`src/rtl/irq_ctrl_pkg.sv`:
```
package irq_ctrl_pkg;

  parameter int unsigned IC_HALF_W = 16;
  parameter int unsigned IC_SEL_W  = 3;
  localparam int unsigned IC_SRC_W = 2 * IC_HALF_W;

  typedef enum logic [IC_SEL_W-1:0] {
    SEL_PEND_LO = 3'd0,
    SEL_PEND_HI = 3'd1,
    SEL_MASK_LO = 3'd2,
    SEL_MASK_HI = 3'd3,
    SEL_GLOBAL  = 3'd4
  } reg_sel_e;

  // Acknowledge mask produced by a write to one pending half.
  function automatic logic [IC_SRC_W-1:0] f_ack_mask(
    input logic                  we,
    input logic [IC_SEL_W-1:0]   sel,
    input logic [IC_HALF_W-1:0]  data
  );
    logic [IC_SRC_W-1:0] m;
    m = '0;
    if (we && sel == SEL_PEND_LO) m[IC_HALF_W-1:0]        = data;
    if (we && sel == SEL_PEND_HI) m[IC_SRC_W-1:IC_HALF_W] = data;
    return m;
  endfunction

  // Next pending value: acknowledge first, then new pulses on top.
  function automatic logic [IC_HALF_W-1:0] f_pend_next(
    input logic [IC_HALF_W-1:0] cur,
    input logic [IC_HALF_W-1:0] ack,
    input logic [IC_HALF_W-1:0] set
  );
    return (cur & ~ack) | set;
  endfunction

  function automatic logic f_any_live(
    input logic [IC_SRC_W-1:0] mask,
    input logic [IC_SRC_W-1:0] pend
  );
    return |(mask & pend);
  endfunction

endpackage

```
`src/rtl/irq_pend_bank.sv`:
```
module irq_pend_bank
  import irq_ctrl_pkg::*;
(
  input  logic                clk,
  input  logic                rst_n,
  input  logic [IC_SRC_W-1:0] src_pulse,
  input  logic [IC_SRC_W-1:0] ack_mask,
  output logic [IC_SRC_W-1:0] pend
);

  localparam int unsigned NUM_HALVES = IC_SRC_W / IC_HALF_W;

  for (genvar h = 0; h < NUM_HALVES; h++) begin : g_half
    logic [IC_HALF_W-1:0] pend_q;
    always_ff @(posedge clk) begin
      if (!rst_n) pend_q <= '0;
      else pend_q <= f_pend_next(pend_q,
                                 ack_mask[h*IC_HALF_W +: IC_HALF_W],
                                 src_pulse[h*IC_HALF_W +: IC_HALF_W]);
    end
    assign pend[h*IC_HALF_W +: IC_HALF_W] = pend_q;
  end

  // Named events for the checks below.
  logic [IC_SRC_W-1:0] race_evt;
  logic [IC_SRC_W-1:0] pure_ack_evt;
  assign race_evt     = src_pulse & ack_mask;
  assign pure_ack_evt = ack_mask & ~src_pulse;

  assert_set_beats_ack_R4: assert property (@(posedge clk) disable iff (!rst_n)
    (|race_evt) |=> ((pend & $past(race_evt)) == $past(race_evt)));

  assert_ack_clears_R3: assert property (@(posedge clk) disable iff (!rst_n)
    (|pure_ack_evt) |=> ((pend & $past(pure_ack_evt)) == '0));

  assert_pulse_sets_R2: assert property (@(posedge clk) disable iff (!rst_n)
    (|src_pulse) |=> ((pend & $past(src_pulse)) == $past(src_pulse)));

endmodule

```
`src/rtl/irq_mask_regs.sv`:
```
module irq_mask_regs
  import irq_ctrl_pkg::*;
(
  input  logic                 clk,
  input  logic                 rst_n,
  input  logic                 wr_en,
  input  logic [IC_SEL_W-1:0]  wr_sel,
  input  logic [IC_HALF_W-1:0] wr_data,
  output logic [IC_SRC_W-1:0]  mask,
  output logic                 glb_en
);

  localparam int unsigned NUM_HALVES = IC_SRC_W / IC_HALF_W;

  for (genvar h = 0; h < NUM_HALVES; h++) begin : g_half
    logic hit;
    logic [IC_HALF_W-1:0] mask_q;
    assign hit = wr_en && (wr_sel == IC_SEL_W'(SEL_MASK_LO + h));
    always_ff @(posedge clk) begin
      if (!rst_n) mask_q <= '0;
      else if (hit) mask_q <= wr_data;
    end
    assign mask[h*IC_HALF_W +: IC_HALF_W] = mask_q;
  end

  logic glb_wr_evt;
  logic glb_q;
  assign glb_wr_evt = wr_en && (wr_sel == SEL_GLOBAL);

  always_ff @(posedge clk) begin
    if (!rst_n) glb_q <= 1'b0;
    else if (glb_wr_evt) glb_q <= |wr_data;
  end
  assign glb_en = glb_q;

  assert_glb_nonzero_R7: assert property (@(posedge clk) disable iff (!rst_n)
    glb_wr_evt |=> (glb_en == $past(|wr_data)));

endmodule

```
`src/rtl/irq_req_gen.sv`:
```
module irq_req_gen
  import irq_ctrl_pkg::*;
(
  input  logic                clk,
  input  logic                rst_n,
  input  logic [IC_SRC_W-1:0] src_pulse,
  input  logic [IC_SRC_W-1:0] mask,
  input  logic [IC_SRC_W-1:0] pend,
  input  logic                glb_en,
  output logic                irq,
  output logic                wake
);

  logic wake_evt;
  logic wake_q;

  assign wake_evt = |(src_pulse & mask);
  assign irq      = glb_en & f_any_live(mask, pend);

  always_ff @(posedge clk) begin
    if (!rst_n) wake_q <= 1'b0;
    else wake_q <= wake_evt;
  end
  assign wake = wake_q;

  assert_wake_follows_R8: assert property (@(posedge clk) disable iff (!rst_n)
    wake_evt |=> wake);

  assert_wake_cause_R8: assert property (@(posedge clk) disable iff (!rst_n)
    !wake_evt |=> !wake);

  assert_irq_gated_R5: assert property (@(posedge clk) disable iff (!rst_n)
    irq |-> glb_en);

endmodule

```
`src/rtl/irq_ctrl_top.sv`:
```
module irq_ctrl_top
  import irq_ctrl_pkg::*;
(
  input  logic                 clk,
  input  logic                 rst_n,
  input  logic [IC_SRC_W-1:0]  src_pulse,
  input  logic                 wr_en,
  input  logic [IC_SEL_W-1:0]  wr_sel,
  input  logic [IC_HALF_W-1:0] wr_data,
  input  logic [IC_SEL_W-1:0]  rd_sel,
  output logic [IC_HALF_W-1:0] rd_data,
  output logic                 irq,
  output logic                 wake
);

  logic [IC_SRC_W-1:0] ack_mask;
  logic [IC_SRC_W-1:0] pend;
  logic [IC_SRC_W-1:0] mask;
  logic                glb_en;

  assign ack_mask = f_ack_mask(wr_en, wr_sel, wr_data);

  irq_pend_bank u_pend (
    .clk       (clk),
    .rst_n     (rst_n),
    .src_pulse (src_pulse),
    .ack_mask  (ack_mask),
    .pend      (pend)
  );

  irq_mask_regs u_mask (
    .clk     (clk),
    .rst_n   (rst_n),
    .wr_en   (wr_en),
    .wr_sel  (wr_sel),
    .wr_data (wr_data),
    .mask    (mask),
    .glb_en  (glb_en)
  );

  irq_req_gen u_req (
    .clk       (clk),
    .rst_n     (rst_n),
    .src_pulse (src_pulse),
    .mask      (mask),
    .pend      (pend),
    .glb_en    (glb_en),
    .irq       (irq),
    .wake      (wake)
  );

  always_comb begin
    unique case (rd_sel)
      SEL_PEND_LO: rd_data = pend[IC_HALF_W-1:0];
      SEL_PEND_HI: rd_data = pend[IC_SRC_W-1:IC_HALF_W];
      SEL_MASK_LO: rd_data = mask[IC_HALF_W-1:0];
      SEL_MASK_HI: rd_data = mask[IC_SRC_W-1:IC_HALF_W];
      SEL_GLOBAL:  rd_data = {{(IC_HALF_W-1){1'b0}}, glb_en};
      default:     rd_data = '0;
    endcase
  end

  // Events that re-evaluate the request on a mask or global write.
  logic mask_lo_arm_evt;
  logic mask_hi_arm_evt;
  logic glb_arm_evt;
  assign mask_lo_arm_evt = wr_en && wr_sel == SEL_MASK_LO && glb_en &&
                           |({mask[IC_SRC_W-1:IC_HALF_W], wr_data} & pend);
  assign mask_hi_arm_evt = wr_en && wr_sel == SEL_MASK_HI && glb_en &&
                           |({wr_data, mask[IC_HALF_W-1:0]} & pend);
  assign glb_arm_evt     = wr_en && wr_sel == SEL_GLOBAL && (|wr_data) &&
                           |(mask & pend);

  assert_mask_write_arms_R6: assert property (@(posedge clk) disable iff (!rst_n)
    (mask_lo_arm_evt || mask_hi_arm_evt) |=> irq);

  assert_glb_write_arms_R7: assert property (@(posedge clk) disable iff (!rst_n)
    glb_arm_evt |=> irq);

  assert_reserved_inert_R9: assert property (@(posedge clk) disable iff (!rst_n)
    (wr_en && wr_sel > SEL_GLOBAL) |=> ($stable(mask) && $stable(glb_en)));

endmodule

```
`config.mk`:
```
export PLATFORM = sky130hd
export DESIGN_NAME = irq_ctrl_top
export DESIGN_NICKNAME = d
export VERILOG_FILES = /design/src/rtl/irq_ctrl_pkg.sv /design/src/rtl/irq_pend_bank.sv /design/src/rtl/irq_mask_regs.sv /design/src/rtl/irq_req_gen.sv /design/src/rtl/irq_ctrl_top.sv
export SDC_FILE = /design/constraint.sdc
export NUM_CORES = 1
export LEC_CHECK = 0
export BUFFER_PORTS_ARGS = -buffer_cell sky130_fd_sc_hd__buf_4
export CELL_PAD_IN_SITES_DETAIL_PLACEMENT = 0
export CELL_PAD_IN_SITES_GLOBAL_PLACEMENT = 1
export CORE_MARGIN = 1.5
export CORE_UTILIZATION = 25
export DETAILED_ROUTE_END_ITERATION = 8
export GPL_ROUTABILITY_DRIVEN = 0
export HOLD_SLACK_MARGIN = 0.08
export PLACE_DENSITY_LB_ADDON = 0.1
export SLEW_MARGIN = 10
export SYNTH_ARGS = -nofsm -noshare
export SYNTH_HDL_FRONTEND = slang
export SYNTH_SLANG_ARGS = --single-unit
```
`constraint.sdc`:
```
create_clock -name clk -period 1.02 [get_ports clk]
set_input_delay 0.102 -clock clk [delete_from_list [all_inputs] [get_ports clk]]
set_output_delay 0.102 -clock clk [all_outputs]
set_load 0.02 [all_outputs]
```
==> results of run 1 <==
==> flip-flops by register name, indices dropped and copies added, names as in the netlist <==
signal	flops
u_pend.g_half.pend_q	32
u_req.wake	1
u_mask.g_half.mask_q	32
u_mask.glb_en	1
==> Yosys cell counts <==
| master | count | share of area [%] |
|---|---|---|
| mux4_2 | 16 | 11 |
| a21oi_1 | 1 | 0.15 |
| a21boi_1 | 27 | 6.1 |
| and4b_1 | 1 | 0.30 |
| nor4b_4 | 1 | 0.71 |
| a22oi_1 | 32 | 7.2 |
| nand4_1 | 8 | 1.5 |
| a21boi_0 | 37 | 8.3 |
| o41a_1 | 2 | 0.68 |
| nand4bb_1 | 1 | 0.34 |
| nor2b_1 | 15 | 2.8 |
| clkbuf_2 | 2 | 0.30 |
| nor4_1 | 4 | 0.75 |
| o32ai_1 | 1 | 0.26 |
| buf_2 | 4 | 0.60 |
| nor4bb_1 | 2 | 0.60 |
| and4_1 | 1 | 0.26 |
| nand4b_1 | 1 | 0.26 |
| buf_4 | 2 | 0.45 |
| nand2_1 | 65 | 7.3 |
| o21ai_0 | 1 | 0.15 |
| o21a_1 | 32 | 7.2 |
| clkbuf_1 | 8 | 0.90 |
| inv_1 | 1 | 0.11 |
| dfxtp_1 | 66 | 40 |
| buf_6 | 5 | 1.7 |
| and4bb_4 | 1 | 0.49 |
==> metrics by stage <==
stage | area, um2 | setup slack [ps]
floorplan | 3460 | -155
global placement | 4750 | -460
detailed placement | 4750 | -434
CTS | 5690 | -702
global route | 5790 | -715
finish | 5790 | -692
==> worst paths after layout <==
kind / slack (ps) / cells after the start / from / to
max: -690 / 4 / u_pend.g_half[1].pend_q[5] / irq
max reg2reg: -380 / 4 / u_mask.g_half[0].mask_q[4] / u_req.wake
min reg2reg: 480 / 2 / u_mask.g_half[1].mask_q[12] / u_mask.g_half[1].mask_q[12]
min: 90 / 3 / src_pulse[19] / u_pend.g_half[1].pend_q[3]
==> repair_timing <==
action / 4_1_cts / 5_1_grt
setup endpoints to repair: 18 / 19
endpoints found under the hold margin: 36 / 0
gates cloned: 0 / 0
gates resized for setup: 84 / 21
hold buffers: 32 / 0
setup buffers: 9 / 5
pin swaps: 6 / 10
==> routing by layer <==
metal	wire, um	share of wire, %
met4	281	2.0
met1	6090	43
met2	6810	48
met3	940	6.7
met5	0	0
==> worst register-to-register path, cell delays in order, from the launching register on <==
cell,delay [ps]
dfxtp_2,330
buf_4,140
a22oi_2,250
nand4_1,130
o41a_1,430
==> power by group through the flow <==
stage / Clock (mW) / Sequential (mW) / Combinational (mW)
finish: 3.20 / 2.85 / 1.36
global route: 3.35 / 2.86 / 1.45
CTS: 3.24 / 2.84 / 1.34
detailed placement: 0 / 2.87 / 1.18
global placement: 0 / 2.87 / 1.18
floorplan: 0 / 2.83 / 0.525
==> cells by family after synthesis <==
| family | Yosys count |
|---|---|
| AOI/OAI and AO/OA | 133 |
| buffers and inverters | 22 |
| DFF | 66 |
| muxes | 16 |
| and+or+nand+nor | 100 |
==> cell type report <==
type | count | share of cell area, %
timing repair buffer | 187 | 30.6
clock buffer | 12 | 4.43
clock inverter | 4 | 0.865
sequential | 66 | 23.8
multi-input combinational | 249 | 36.6
inverter | 1 | 0.0649
tap | 172 | 3.72
==> impl_metrics.ini, run 1 <==
[setup_path]
crit_required_ps = 920
worstPathArrival_ps = 1610
crit_type = reg2out
cpPeakStageDelay_ps = 480
crit_chain = a22oi_2 > nand4_1 > o41a_1 > buf_6
cp.buffers_inverters = 1
cp_top_family = compound AO/OA/AOI/OAI gates
startpoint_type = flip-flop
cp_slowest_cell = o41a_1
end_kind = output port
critPathMaxFanout = 2

[final_layout]
seq_area_mm2 = 0.00138
fin_cells = 691
final_cell_mix = buf_4 (105), nand2_1 (65), dfxtp_2 (42)
insertedDiodeCount = 0
layout_commonest_cell = buf_4
fin_util_pct = 45.1
areaGrowthSynthToFinish_pct = 73.7
nets = 571
n_fill_cell = 1260
layout-drive-gt1-share_pct = 52.0
multi_input_area_mm2 = 0.00212

[route]
drc_errors = 0
ant_nets = 0
vias = 3429
drtIter0Drc = 187
firstDrtPassIters = 4
wire_per_inst_um = 20.4
routed_wl_um = 14100
vias_per_cell = 4.96

[power_and_ir_drop]
pwr-share-comb_pct = 18.4
p_total_mw = 7.41
peakVddDrop_uv = 678
seq_power_share_pct = 38.5
p_clk_share_pct = 43.2
cellPowerDensity_mw_per_mm2 = 1280
p_leak_nw = 2.25
netSwitchingPower_mw = 1.86
swShare_pct = 25.1
p_int_mw = 5.55

[timing]
holdWs_ps = 89.3
hold_viol_final = 0
finalWorstPathRequiredPeriod_ps = 1710
fin_tns_setup_ps = -10220
max_freq_ghz = 0.584
finalClockSkew_ps = 6.55
post-route-period-util_pct = 168
tightest_slew_ps = 537
maxSlewHeadroom_pct = 63.9
maxSlewViolCount = 0
setup_ws_ps = -692
finalSetupViolations = 18
rsz0062_at_grt = true

[synthesis]
synth_xor_area_share_pct = 0
synth_seq_cells = 66
synth_mux_area_share_pct = 10.8
yosysWarnings = 0
synth_area_mm2 = 0.00333
ys_types = 27
avgSynthCellArea_um2 = 9.88
syn_inst = 337
synth_fp_nets = 394
synth-compound-area-share_pct = 30.1
synthAdderAreaFrac_pct = 0
yosys.area_share.simple_pct = 15.4
yosysSeqAreaShare_pct = 39.7
synth_top_family_by_area = compound AO/OA/AOI/OAI gates

[global_routing]
use_met2_pct = 34.1
grt_usage_pct = 20.5
busiest_layer = met2
grt_max_degree = 37
antenna_found_initial = 0
grt-ovfl-total = 0
grt_use_met1_pct = 27.2
grt_pass1_wl_um = 21600
grt_pass1_vias = 3598
use_met3_pct = 3.33

[clock_tree]
clock-sinks = 66
clockBufferDepth = 2
cts_tree = done
root_buffer = clkbuf_16
clk_latency_ps = 330
h-tree-depth = 3
clkTransAtPathRegs_ps = 60
cts_buffers = 9

[floorplan]
ios = 75
die-area_mm2 = 0.0140
row_count = 41
core_mm2 = 0.0128
die_w_um = 118
die_h_um = 118
initial_core_util_pct = 26.0

[outcome]
outcome = finished with violations
violations = setup timing

[job]
drv_cap = 0

[place]
dp_hpwl_um = 9980
io_buffers = 74
dp_cells = 631

[worst_hold_path]
min_path_type = in2reg
(Power assumes the default switching activity.)
==> run 2, diff against run 1 <==
==> constraint.sdc (replaced) <==
create_clock -name clk -period 2 [get_ports clk]
set_input_delay 0.2 -clock clk [delete_from_list [all_inputs] [get_ports clk]]
set_output_delay 0.2 -clock clk [all_outputs]
set_load 0.02 [all_outputs]
==> run 2 against run 1 <==
Against the previous run: the flow now finishes without violations; clock power down 55%; routed wire length down 9.6%; flip-flop and latch count unchanged.
==> impl_metrics.ini, run 2 (synthesized netlist as in run 1, its figures left out) <==
[outcome]
outcome = completed

[clock_tree]
root_buffer = clkbuf_16
clockBufferDepth = 2
clk_latency_ps = 330
clock-sinks = 66
cts_tree = done
h-tree-depth = 3
postCtsSetupRepairBufs = 0
cts_buffers = 9
clkTransAtPathRegs_ps = 50

[setup_path]
startpoint_type = flip-flop
crit_chain = a22oi_2 > nand4_1 > o41a_1 > buf_4
crit_required_ps = 1800
reg2reg_from = u_mask.g_half[1].mask_q[9]
crit_type = reg2out
cp_slowest_cell = o41a_1
rrSetupSlack_ps = 590
worstPathArrival_ps = 1700
r2r_end = u_req.wake
end_kind = output port
critPathMaxFanout = 3
cpPeakStageDelay_ps = 470
rr_worst_depth = 3

[timing]
post-route-period-util_pct = 95.2
fin_tns_setup_ps = 0
finalSetupViolations = 0
finalWorstPathRequiredPeriod_ps = 1900
holdWs_ps = 92.0
max_freq_ghz = 0.525
maxSlewHeadroom_pct = 54.8
hold_viol_final = 0
maxSlewViolCount = 0
tightest_slew_ps = 678
rsz0062_at_grt = false
setup_ws_ps = 96.7
finalClockSkew_ps = 5.57

[floorplan]
die-area_mm2 = 0.0140
initial_core_util_pct = 26.0
core_mm2 = 0.0128
row_count = 41
die_h_um = 118
die_w_um = 118
ios = 75

[final_layout]
layout-drive-gt1-share_pct = 28.0
fin_util_pct = 33.7
layout_commonest_cell = buf_4
insertedDiodeCount = 0
nets = 466
areaGrowthSynthToFinish_pct = 29.9
final_cell_mix = buf_4 (80), dfxtp_1 (66), nand2_1 (65)
largestRegisters = u_mask.g_half.mask_q (32), u_pend.g_half.pend_q (32)

[power_and_ir_drop]
peakVddDrop_uv = 303
p_total_mw = 3.34
p_leak_nw = 1.59
cellPowerDensity_mw_per_mm2 = 771

[global_routing]
grt_max_degree = 64
grt_pass1_vias = 2984
grt-ovfl-total = 0
grt_usage_pct = 18.7
antenna_found_initial = 0
grt_pass1_wl_um = 19500

[job]
drv_cap = 0

[worst_hold_path]
hold_depth = 2
min_path_type = in2reg
hp-start = src_pulse[20]
hold-path-endpoint = u_pend.g_half[1].pend_q[4]

[place]
io_buffers = 74
dp_hpwl_um = 9140
pre_cts_ws_ps = 387

[route]
ant_nets = 0
vias = 2959
drc_errors = 0
wire_per_inst_um = 21.8
drtIter0Drc = 157
firstDrtPassIters = 4
routed_wl_um = 12800
vias_per_cell = 5.05
-- run 2: cell count changes in the layout (fill, tap and decap cells not counted), moves of 16 or more --
| cell | previous run | this run |
|---|---|---|
| a22oi_1 | 12 | 28 |
| buf_4 | 105 | 80 |
| a22oi_2 | 20 | 4 |
| dfxtp_2 | 42 | 0 |
| dlygate4sd3_1 | 32 | 2 |
| dfxtp_1 | 23 | 66 |
| buf_6 | 39 | 0 |
-- run 2: power breakdown --
part,total (mW),internal [mW],switching (mW)
Combinational,0.458,0.237,0.221
Clock,1.43,0.867,0.566
Sequential,1.45,1.38,0.0650
-- run 2: worst max-delay path by stage --
stage / from / endpoint / slack, ps / cells after the start
after floorplan: rd_sel[0] / rd_data[9] / 610 / 4
after global placement: u_mask.g_half[1].mask_q[4] / irq / 360 / 4
after detailed placement: u_mask.g_half[0].mask_q[6] / irq / 390 / 4
after CTS: u_mask.g_half[0].mask_q[6] / irq / 20 / 4
after global routing: u_mask.g_half[0].mask_q[8] / irq / 30 / 4
final: u_pend.g_half[1].pend_q[4] / irq / 100 / 4
-- run 2: cell type report --
cell class	instances	area [um2]
multi-input combinational	249	1900
clock inverter	3	15.0
sequential	66	1320
tap	172	215
timing repair buffer	82	621
fill	1357	8500
clock buffer	13	250
inverter	1	3.75
-- run 2: metal layers --
layer	GRT usage, %	wire, um	up-vias
met1	25.6	5970	1458
met2	30.1	6010	89
met5	0	0	-
met3	3.62	657	6
li1	-	-	1406
met4	5.35	131	0
-- run 2: through the flow --
step / area [um2] / std cells
floorplan: 3330 / 337
global placement: 4020 / 568
detailed placement: 4020 / 568
CTS: 4310 / 586
global route: 4330 / 586
finish: 4330 / 586
-- run 2: what timing repair did --
item / 4_1_cts / 5_1_grt
hold endpoints to repair: 2 / 0
hold buffers: 2 / 0
gates resized for setup: 0 / 4
setup endpoints to repair: 0 / 1
-- run 2: critical path, delay by kind of cell, from the launching register on --
| kind | cells | cell delay, ps |
|---|---|---|
| compound gates | 2 | 700 |
| flops | 1 | 330 |
| simple gates | 1 | 170 |
| buf+inv | 1 | 170 |
==> run 3, diff against run 2 <==
--- a/config.mk
+++ b/config.mk
@@ -9,7 +9,7 @@
 export CELL_PAD_IN_SITES_DETAIL_PLACEMENT = 0
 export CELL_PAD_IN_SITES_GLOBAL_PLACEMENT = 1
 export CORE_MARGIN = 1.5
-export CORE_UTILIZATION = 25
+export CORE_UTILIZATION = 44
 export DETAILED_ROUTE_END_ITERATION = 8
 export GPL_ROUTABILITY_DRIVEN = 0
 export HOLD_SLACK_MARGIN = 0.08
==> run 3 against run 2 <==
Against the previous run: sequential power about the same; register-to-register slack about the same; global-route usage increased by 9.7 points; total power decreased by 8.6%; highest routed layer unchanged; count of clock-buffer cells in the layout decreased by 1.
==> impl_metrics.ini, run 3 (synthesized netlist as in run 1, its figures left out) <==
[floorplan]
die_w_um = 90.0
die_h_um = 90.0
initial_core_util_pct = 45.7
ios = 75
row_count = 31
core_mm2 = 0.00729
die-area_mm2 = 0.00810

[clock_tree]
clk_latency_ps = 340
h-tree-depth = 3
clock-sinks = 66
postCtsSetupRepairBufs = 0
cts_tree = done
root_buffer = clkbuf_8
clkTransAtPathRegs_ps = 70
cts_buffers = 9
clockBufferDepth = 2

[global_routing]
grt_usage_pct = 28.4
grt_pass1_vias = 3008
grt_pass1_wl_um = 17600
antenna_found_initial = 0
grt_max_degree = 67
grt-ovfl-total = 0

[setup_path]
cp_slowest_cell = o41a_1
crit_chain = a22oi_1 > nand4_1 > o41a_1 > buf_4
end_kind = output port
worstPathArrival_ps = 1700
startpoint_type = flip-flop
cp.buffers_inverters = 1
critPathMaxFanout = 4
crit_type = reg2out
cpPeakStageDelay_ps = 400
cp_top_family = compound AO/OA/AOI/OAI gates
crit_required_ps = 1800

[power_and_ir_drop]
peakVddDrop_uv = 382
seq_power_share_pct = 47.3
cellPowerDensity_mw_per_mm2 = 704
pwr-share-comb_pct = 15.6
netSwitchingPower_uw = 802
p_clk_share_pct = 37.1
swShare_pct = 26.3
p_leak_nw = 1.62
p_int_mw = 2.25

[timing]
finalWorstPathRequiredPeriod_ps = 1900
rsz0062_at_grt = false
post-route-period-util_pct = 95.1
finalSetupViolations = 0
maxSlewViolCount = 0
fin_tns_setup_ps = 0
hold_viol_final = 0
maxSlewHeadroom_pct = 56.1
max_freq_ghz = 0.526
tightest_slew_ps = 658
finalClockSkew_ps = 6.57

[route]
wire_per_inst_um = 21.4
drtIter0Drc = 303
vias_per_cell = 5.95
drc_errors = 0
firstDrtPassIters = 5
routed_wl_um = 11300
vias = 3154
ant_nets = 0

[final_layout]
final_cell_mix = buf_4 (79), dfxtp_1 (66), nand2_1 (65)
areaGrowthSynthToFinish_pct = 30.0
largestRegisters = u_mask.g_half.mask_q (32), u_pend.g_half.pend_q (32)
nets = 483
layout-drive-gt1-share_pct = 26.5
fin_util_pct = 59.4
insertedDiodeCount = 0
layout_commonest_cell = buf_4

[worst_hold_path]
min_path_type = in2reg

[outcome]
outcome = completed

[job]
drv_cap = 0

[place]
io_buffers = 74
dp_hpwl_um = 7610
## run 3: changes by cell type in the layout (fill, tap and decap cells not counted), moves of 2 or more
cell           before  now
clkbuf_8            1   10
clkbuf_16           9    0
a22oi_1            28   30
dlygate4sd3_1       2   20
a22oi_2             4    2
clkinv_2            3    1
## run 3: layout make-up
class / instances / area, um2
inverter: 1 / 3.75
clock inverter: 4 / 51.3
clock buffer: 12 / 145
fill: 672 / 2960
sequential: 66 / 1320
tap: 99 / 124
timing repair buffer: 99 / 793
multi-input combinational: 249 / 1890
## run 3: worst paths after layout
path	startpoint	to	slack [ps]	depth (start not counted)
worst max-delay path	u_mask.g_half[1].mask_q[6]	irq	100	4
worst min-delay path	src_pulse[19]	u_pend.g_half[1].pend_q[3]	80	2
worst max register to register	u_mask.g_half[1].mask_q[15]	u_req.wake	590	3
worst min register to register	u_mask.g_half[1].mask_q[8]	u_mask.g_half[1].mask_q[8]	500	2
## run 3: power groups by stage
| stage | combinational [mW] | clock [mW] | sequential (mW) |
|---|---|---|---|
| 2_1_floorplan | 0.239 | 0 | 1.44 |
| 3_3_place_gp | 0.435 | 0 | 1.47 |
| 3_5_place_dp | 0.440 | 0 | 1.47 |
| 4_1_cts | 0.472 | 1.14 | 1.44 |
| 5_1_grt | 0.509 | 1.20 | 1.45 |
| 6_report | 0.475 | 1.13 | 1.44 |
## run 3: routing by layer
| layer | up-vias | part of all wire (%) | GRT usage [%] | wire, um |
|---|---|---|---|---|
| met5 | - | 0 | 0 | 0 |
| met4 | 0 | 1.4 | 7.28 | 160 |
| met3 | 17 | 6.9 | 6.43 | 780 |
| met2 | 129 | 47 | 44.8 | 5290 |
| met1 | 1565 | 45 | 39.4 | 5090 |
| li1 | 1443 | - | - | - |
## run 3: what timing repair did
action                                  4_1_cts  5_1_grt
hold endpoints to repair                     20        0
endpoints found under the setup margin        0        1
hold buffers                                 20        0
gates resized for setup                       0        2
## run 3: metrics by stage
stage / power (mW) / instance area, um2 / cells / hold WS (ps) / worst slack, ps
after floorplan: 1.68 / 3330 / 337 / 324 / 612
after CTS: 3.05 / 4320 / 530 / 80.7 / 1.12
after global placement: 1.90 / 3920 / 494 / 419 / 375
after global routing: 3.16 / 4330 / 530 / 80.7 / 24.2
final: 3.05 / 4330 / 530 / 83.3 / 98.9
after detailed placement: 1.91 / 3920 / 494 / 422 / 372
